$ cat config.mk
export PLATFORM = sky130hd
export DESIGN_NAME = lod_halfsel_top
export DESIGN_NICKNAME = d
export VERILOG_FILES = /design/src/rtl/lod_pkg.sv /design/src/rtl/lod_half_select.sv /design/src/rtl/lod_prio_core.sv /design/src/rtl/lod_onehot_place.sv /design/src/rtl/lod_halfsel_top.sv
export SDC_FILE = /design/constraint.sdc
export NUM_CORES = 1
export LEC_CHECK = 0
export ABC_AREA = 1
export CAP_MARGIN = 20
export CORE_ASPECT_RATIO = 1.5
export CORE_MARGIN = 2
export CORE_UTILIZATION = 30
export DETAILED_ROUTE_END_ITERATION = 8
export PLACE_DENSITY = 0.76
export SYNTH_ARGS = -nofsm -noshare
export SYNTH_HDL_FRONTEND = slang
export SYNTH_SLANG_ARGS = --single-unit
$ cat constraint.sdc
create_clock -name vclk -period 3.12
set_clock_uncertainty 0.2 [all_clocks]
set_input_delay 0.624 -clock vclk [all_inputs]
set_output_delay 0.624 -clock vclk [all_outputs]
set_load 0.05 [all_outputs]
$ cat src/rtl/lod_pkg.sv
package lod_pkg;
  localparam int unsigned OPERAND_W = 32;
  localparam int unsigned HALF_W    = OPERAND_W / 2;
  localparam int unsigned POS_W     = $clog2(OPERAND_W);
  localparam int unsigned HPOS_W    = $clog2(HALF_W);
endpackage

$ cat src/rtl/lod_half_select.sv
// Tests the upper half for any set bit and routes one half onward.
module lod_half_select #(
  parameter  int unsigned W = lod_pkg::OPERAND_W,
  localparam int unsigned H = W / 2
) (
  input  logic [W-1:0] operand_i,
  output logic         upper_nz_o,
  output logic [H-1:0] half_o
);

  assign upper_nz_o = |operand_i[W-1:H];
  assign half_o     = upper_nz_o ? operand_i[W-1:H] : operand_i[H-1:0];

endmodule

$ cat src/rtl/lod_prio_core.sv
// Exact priority detector: one-hot of the highest set bit plus its binary index.
module lod_prio_core #(
  parameter  int unsigned W  = lod_pkg::HALF_W,
  localparam int unsigned PW = $clog2(W)
) (
  input  logic [W-1:0]  vec_i,
  output logic [W-1:0]  onehot_o,
  output logic [PW-1:0] pos_o,
  output logic          any_o
);

  always_comb begin
    logic higher;
    higher   = 1'b0;
    onehot_o = '0;
    for (int i = W - 1; i >= 0; i--) begin
      onehot_o[i] = vec_i[i] & ~higher;
      higher      = higher | vec_i[i];
    end
  end

  always_comb begin
    pos_o = '0;
    for (int i = 0; i < W; i++) begin
      if (onehot_o[i]) pos_o = pos_o | PW'(i);
    end
  end

  assign any_o = |vec_i;

endmodule

$ cat src/rtl/lod_onehot_place.sv
// Puts the half-width one-hot into the half chosen by the select flag.
module lod_onehot_place #(
  parameter  int unsigned H = lod_pkg::HALF_W,
  localparam int unsigned W = 2 * H
) (
  input  logic [H-1:0] inner_i,
  input  logic         upper_i,
  output logic [W-1:0] full_o
);

  assign full_o = upper_i ? {inner_i, {H{1'b0}}} : {{H{1'b0}}, inner_i};

endmodule

$ cat src/rtl/lod_halfsel_top.sv
module lod_halfsel_top #(
  parameter  int unsigned OPERAND_W = lod_pkg::OPERAND_W,
  localparam int unsigned HALF_W    = OPERAND_W / 2,
  localparam int unsigned POS_W     = $clog2(OPERAND_W),
  localparam int unsigned HPOS_W    = $clog2(HALF_W)
) (
  input  logic [OPERAND_W-1:0] operand_i,
  output logic [POS_W-1:0]     pos_o,
  output logic [OPERAND_W-1:0] onehot_o,
  output logic                 zero_o
);

  logic              upper_nz;
  logic [HALF_W-1:0] half_vec;
  logic [HALF_W-1:0] inner_onehot;
  logic [HPOS_W-1:0] inner_pos;
  logic              inner_any;

  lod_half_select #(.W(OPERAND_W)) sel_i (
    .operand_i  (operand_i),
    .upper_nz_o (upper_nz),
    .half_o     (half_vec)
  );

  lod_prio_core #(.W(HALF_W)) core_i (
    .vec_i    (half_vec),
    .onehot_o (inner_onehot),
    .pos_o    (inner_pos),
    .any_o    (inner_any)
  );

  lod_onehot_place #(.H(HALF_W)) place_i (
    .inner_i (inner_onehot),
    .upper_i (upper_nz),
    .full_o  (onehot_o)
  );

  // The routed half is nonzero exactly when the whole operand is nonzero.
  assign pos_o  = {upper_nz, inner_pos};
  assign zero_o = ~inner_any;

endmodule

==> results of run 1 <==
## cell usage after synthesis
| cell | count |
|---|---|
| nor2_1 | 49 |
| nand2_1 | 29 |
| inv_1 | 27 |
| nand3_1 | 11 |
| nor3_1 | 6 |
| nor2_4 | 4 |
| a21o_1 | 3 |
| nand2_4 | 3 |
| nand3b_1 | 3 |
| a21oi_1 | 2 |
| clkbuf_1 | 2 |
| nand4_1 | 2 |
| nand4_2 | 2 |
| nor2_2 | 2 |
| buf_4 | 1 |
| buf_6 | 1 |
| clkinv_1 | 1 |
| clkinv_4 | 1 |
| inv_2 | 1 |
| nand2_2 | 1 |
| nand3_2 | 1 |
| nand3_4 | 1 |
| nor3_2 | 1 |
| nor3b_1 | 1 |
| o211ai_1 | 1 |
| o21ai_2 | 1 |
| o21ai_4 | 1 |
| o21bai_1 | 1 |
## cell families after synthesis
kind of cell / count (synthesis)
and+or+nand+nor: 116
AOI/OAI and AO/OA: 9
buffers and inverters: 34
## per-stage QoR
step | cell area, sq um | TNS (ns) | setup WS [ns]
3_5_place_dp | 2347 | -14.59 | -0.6186
2_1_floorplan | 917.1 | -2.419 | -0.3692
3_3_place_gp | 2347 | -10.19 | -0.4732
==> results.yml, run 1 <==
run_status:
  status: "stopped before the end"
  lastStage: "clock tree synthesis (4_1_cts)"
  stop_error: "[ERROR DPL-0038] Utilization greater than 100%, impossible to legalize"
place:
  place.gp.congestion: 0.8756
  place_hpwl_mm: 4.057
  io_buffers: 70
  place_inst: 300
synthesis:
  netlist.area_leader.share_pct: 23.08
  synth_top_area_cell: "nor2_1"
  synthAdderAreaFrac_pct: 0
  avgSynthCellArea_sq_um: 5.013
  synth_cell_types: 28
  synth_top_family_by_area: "simple AND/OR/NAND/NOR gates"
  yosys.area_share.simple_pct: 72.84
  synth_compound_area_share_pct: 9.105
  seq_area_frac_synth_pct: 0
  synth_xor_area_share_pct: 0
  syn_nets: 191
  syn_area_sq_um: 797.0
  netlist_instances: 159
  ys_top_cells_by_area: "nor2_1 23%, nand2_1 14%, inv_1 13%"
  yosys_warnings: 0
  synthMuxAreaShare_pct: 0
floorplan:
  rows: 22
  die_h_microns: 67.13
  start_util_pct: 32.17
  ios: 70
  die_w_microns: 46.09
clock_network:
  post-cts-setup-buffers: 8
  hold_buffers: 0
  cts_resized: 127
==> inputs of run 2 (changes only) <==
Settings changed: CORE_ASPECT_RATIO 1.5 to not set, CORE_UTILIZATION 30 to 20, PLACE_DENSITY 0.76 to not set, PLACE_DENSITY_LB_ADDON set to 0.15.
==> run 2 against run 1 <==
  * The flow now finishes, with violations (negative setup slack)
  * Area after synthesis unchanged
  * Synthesized cell count did not move
==> results.yml, run 2 <==
run_status:
  status: "finished, violations left"
  violations: "negative setup slack"
synthesis:
  seq_area_frac_synth_pct: 0
  netlist_instances: 159
  syn_area_sq_um: 797.0
  netlist.area_leader.share_pct: 23.08
  yosys_warnings: 0
  synth_top_area_cell: "nor2_1"
  ys_top_cells_by_area: "nor2_1 23%, nand2_1 14%, inv_1 13%"
  synth_cell_types: 28
  synth.most_common_cell: "nor2_1"
  synthTopCellsByCount: "49 x nor2_1, 29 x nand2_1, 27 x inv_1, 11 x nand3_1, 6 x nor3_1"
  syn_nets: 191
  avgSynthCellArea_sq_um: 5.013
sta:
  slew_headroom_pct: 83.90
  finalSetupViolCount: 13
  worst_slack_ns: -0.1027
  fin_crit_ns: 3.223
  fmax_mhz: 310.3
  worst_slew_pin_slew_ns: 0.2412
  slew_viol_final: 0
  rsz0062_at_grt: "yes"
  period_share_pct: 103.3
  setup_tns_ns: -0.4815
  whs_ns: 1.405
  timing_hold_violations_final: 0
flow_run:
  max_cap_violations: 0
worst_hold_path:
  hold_class: "primary input to primary output"
floorplan:
  rows: 22
  die-area_sq_mm: 0.004506
  start_util_pct: 21.29
  die_h_microns: 67.13
  die_w_microns: 67.13
  ios: 70
  coreArea_sq_mm: 0.003744
power:
  power_frac_comb_pct: 100.0
  power_switching_mw: 0.09123
  leakagePower_nw: 1.296
  p_per_area_mw_per_mm2: 67.97
  peakVddDrop_mv: 0.05615
  p_clk_share_pct: 0
  swShare_pct: 47.30
  internal-power_mw: 0.1017
  p_total_mw: 0.1929
  p_seq_share_pct: 0
final_layout:
  final_core_util_pct: 75.80
  fin_nets: 328
  clock_buffer_count: 0
  drive_above_1_share_pct: 66.67
  area_growth_pct: 256.0
  mostFrequentLayoutCell: "buf_4"
  layout_common_cells: "60 x buf_4, 38 x buf_12, 27 x inv_1, 26 x nor2_4, 20 x nor2_1"
  register_area_sq_um: 0
  numSequentialCells: 0
  diodes: 0
critical_path:
  worstSetupPathType: "primary input to primary output"
  critPathArrivalTime_ns: 2.40
  cp-start-kind: "primary input"
  endpoint_kind: "primary output"
  worstPathMaxFanout: 7
  required_ns: 2.30
place:
  place.gp.congestion: 0.7695
  dp_slack_ns: -0.5145
  io_buffers: 70
  place_hpwl_mm: 3.003
routing:
  vias: 1495
  viasPerCell: 4.371
  firstDrtPassIters: 4
  wirelength_mm: 4.122
  dr.first_iter.drc_count: 17
  drc: 0
  drtAntennaViolNets: 0
  wl_per_cell_microns: 12.05
global_routing:
  overflow: 0
  first_global_vias: 1435
  antenna_found_initial: 0
  track_usage_pct: 17.32
  grt_max_degree: 8
  grt_pass1_wl_mm: 6.299
[run 2: power by group through the flow]
| stage | combinational, mW | sequential, mW | clock [mW] |
|---|---|---|---|
| after detailed placement | 0.160 | 0 | 0 |
| after global routing | 0.205 | 0 | 0 |
| after global placement | 0.159 | 0 | 0 |
| after floorplan | 0.0606 | 0 | 0 |
| final | 0.193 | 0 | 0 |
| after CTS | 0.173 | 0 | 0 |
[run 2: final timing paths]
check                     start           end  depth (start not counted)
hold / removal    operand_i[31]  onehot_o[31]                          3
setup / recovery  operand_i[23]      pos_o[0]                         16
[run 2: area by class of cell]
type | instances | area (sq um)
Multi-Input combinational cell | 126 | 1031
Tap cell | 48 | 60.06
Fill cell | 261 | 905.9
Timing Repair Buffer | 138 | 1620
Inverter | 30 | 126.4
[run 2: kinds of logic after synthesis]
group | Yosys count | synth area share [%]
and+or+nand+nor | 116 | 72.84
buffers and inverters | 34 | 18.05
AOI/OAI and AO/OA | 9 | 9.106
[run 2: per-stage QoR]
step	instances	cell area, sq um
finish	342	2838
detailed placement	327	2412
global placement	327	2412
floorplan	159	917.1
CTS	338	2648
global route	342	2838
[run 2: what timing repair did]
item                       4_1_cts  5_1_grt
gates resized for setup        109       37
pin swaps                       30       31
cloned                           1        0
hold buffers                     0        0
setup buffers                   10        4
setup endpoints to repair       33       27
[run 2: routing by layer]
layer | up-vias | track usage, % | share of wire (%) | wire length [microns]
li1 | 765 | - | - | -
met5 | - | 0 | 0 | 0
met2 | 45 | 30.82 | 54 | 2214
met4 | 0 | 1.531 | 1.7 | 69
met1 | 676 | 23.35 | 40 | 1629
met3 | 9 | 1.520 | 5.0 | 208
[run 2: worst max-delay path, stage by stage]
cell      delay [ns]
buf_8           0.10
nor2_4          0.09
nand2_2         0.08
nor2_4          0.18
buf_6           0.14
nand2_8         0.07
nor2_1          0.12
nor2_2          0.08
nand2_4         0.09
buf_4           0.13
inv_1           0.04
o211ai_1        0.09
nand3_1         0.13
nor2_1          0.13
nand3_2         0.12
buf_12          0.17
(Power assumes the default switching activity.)
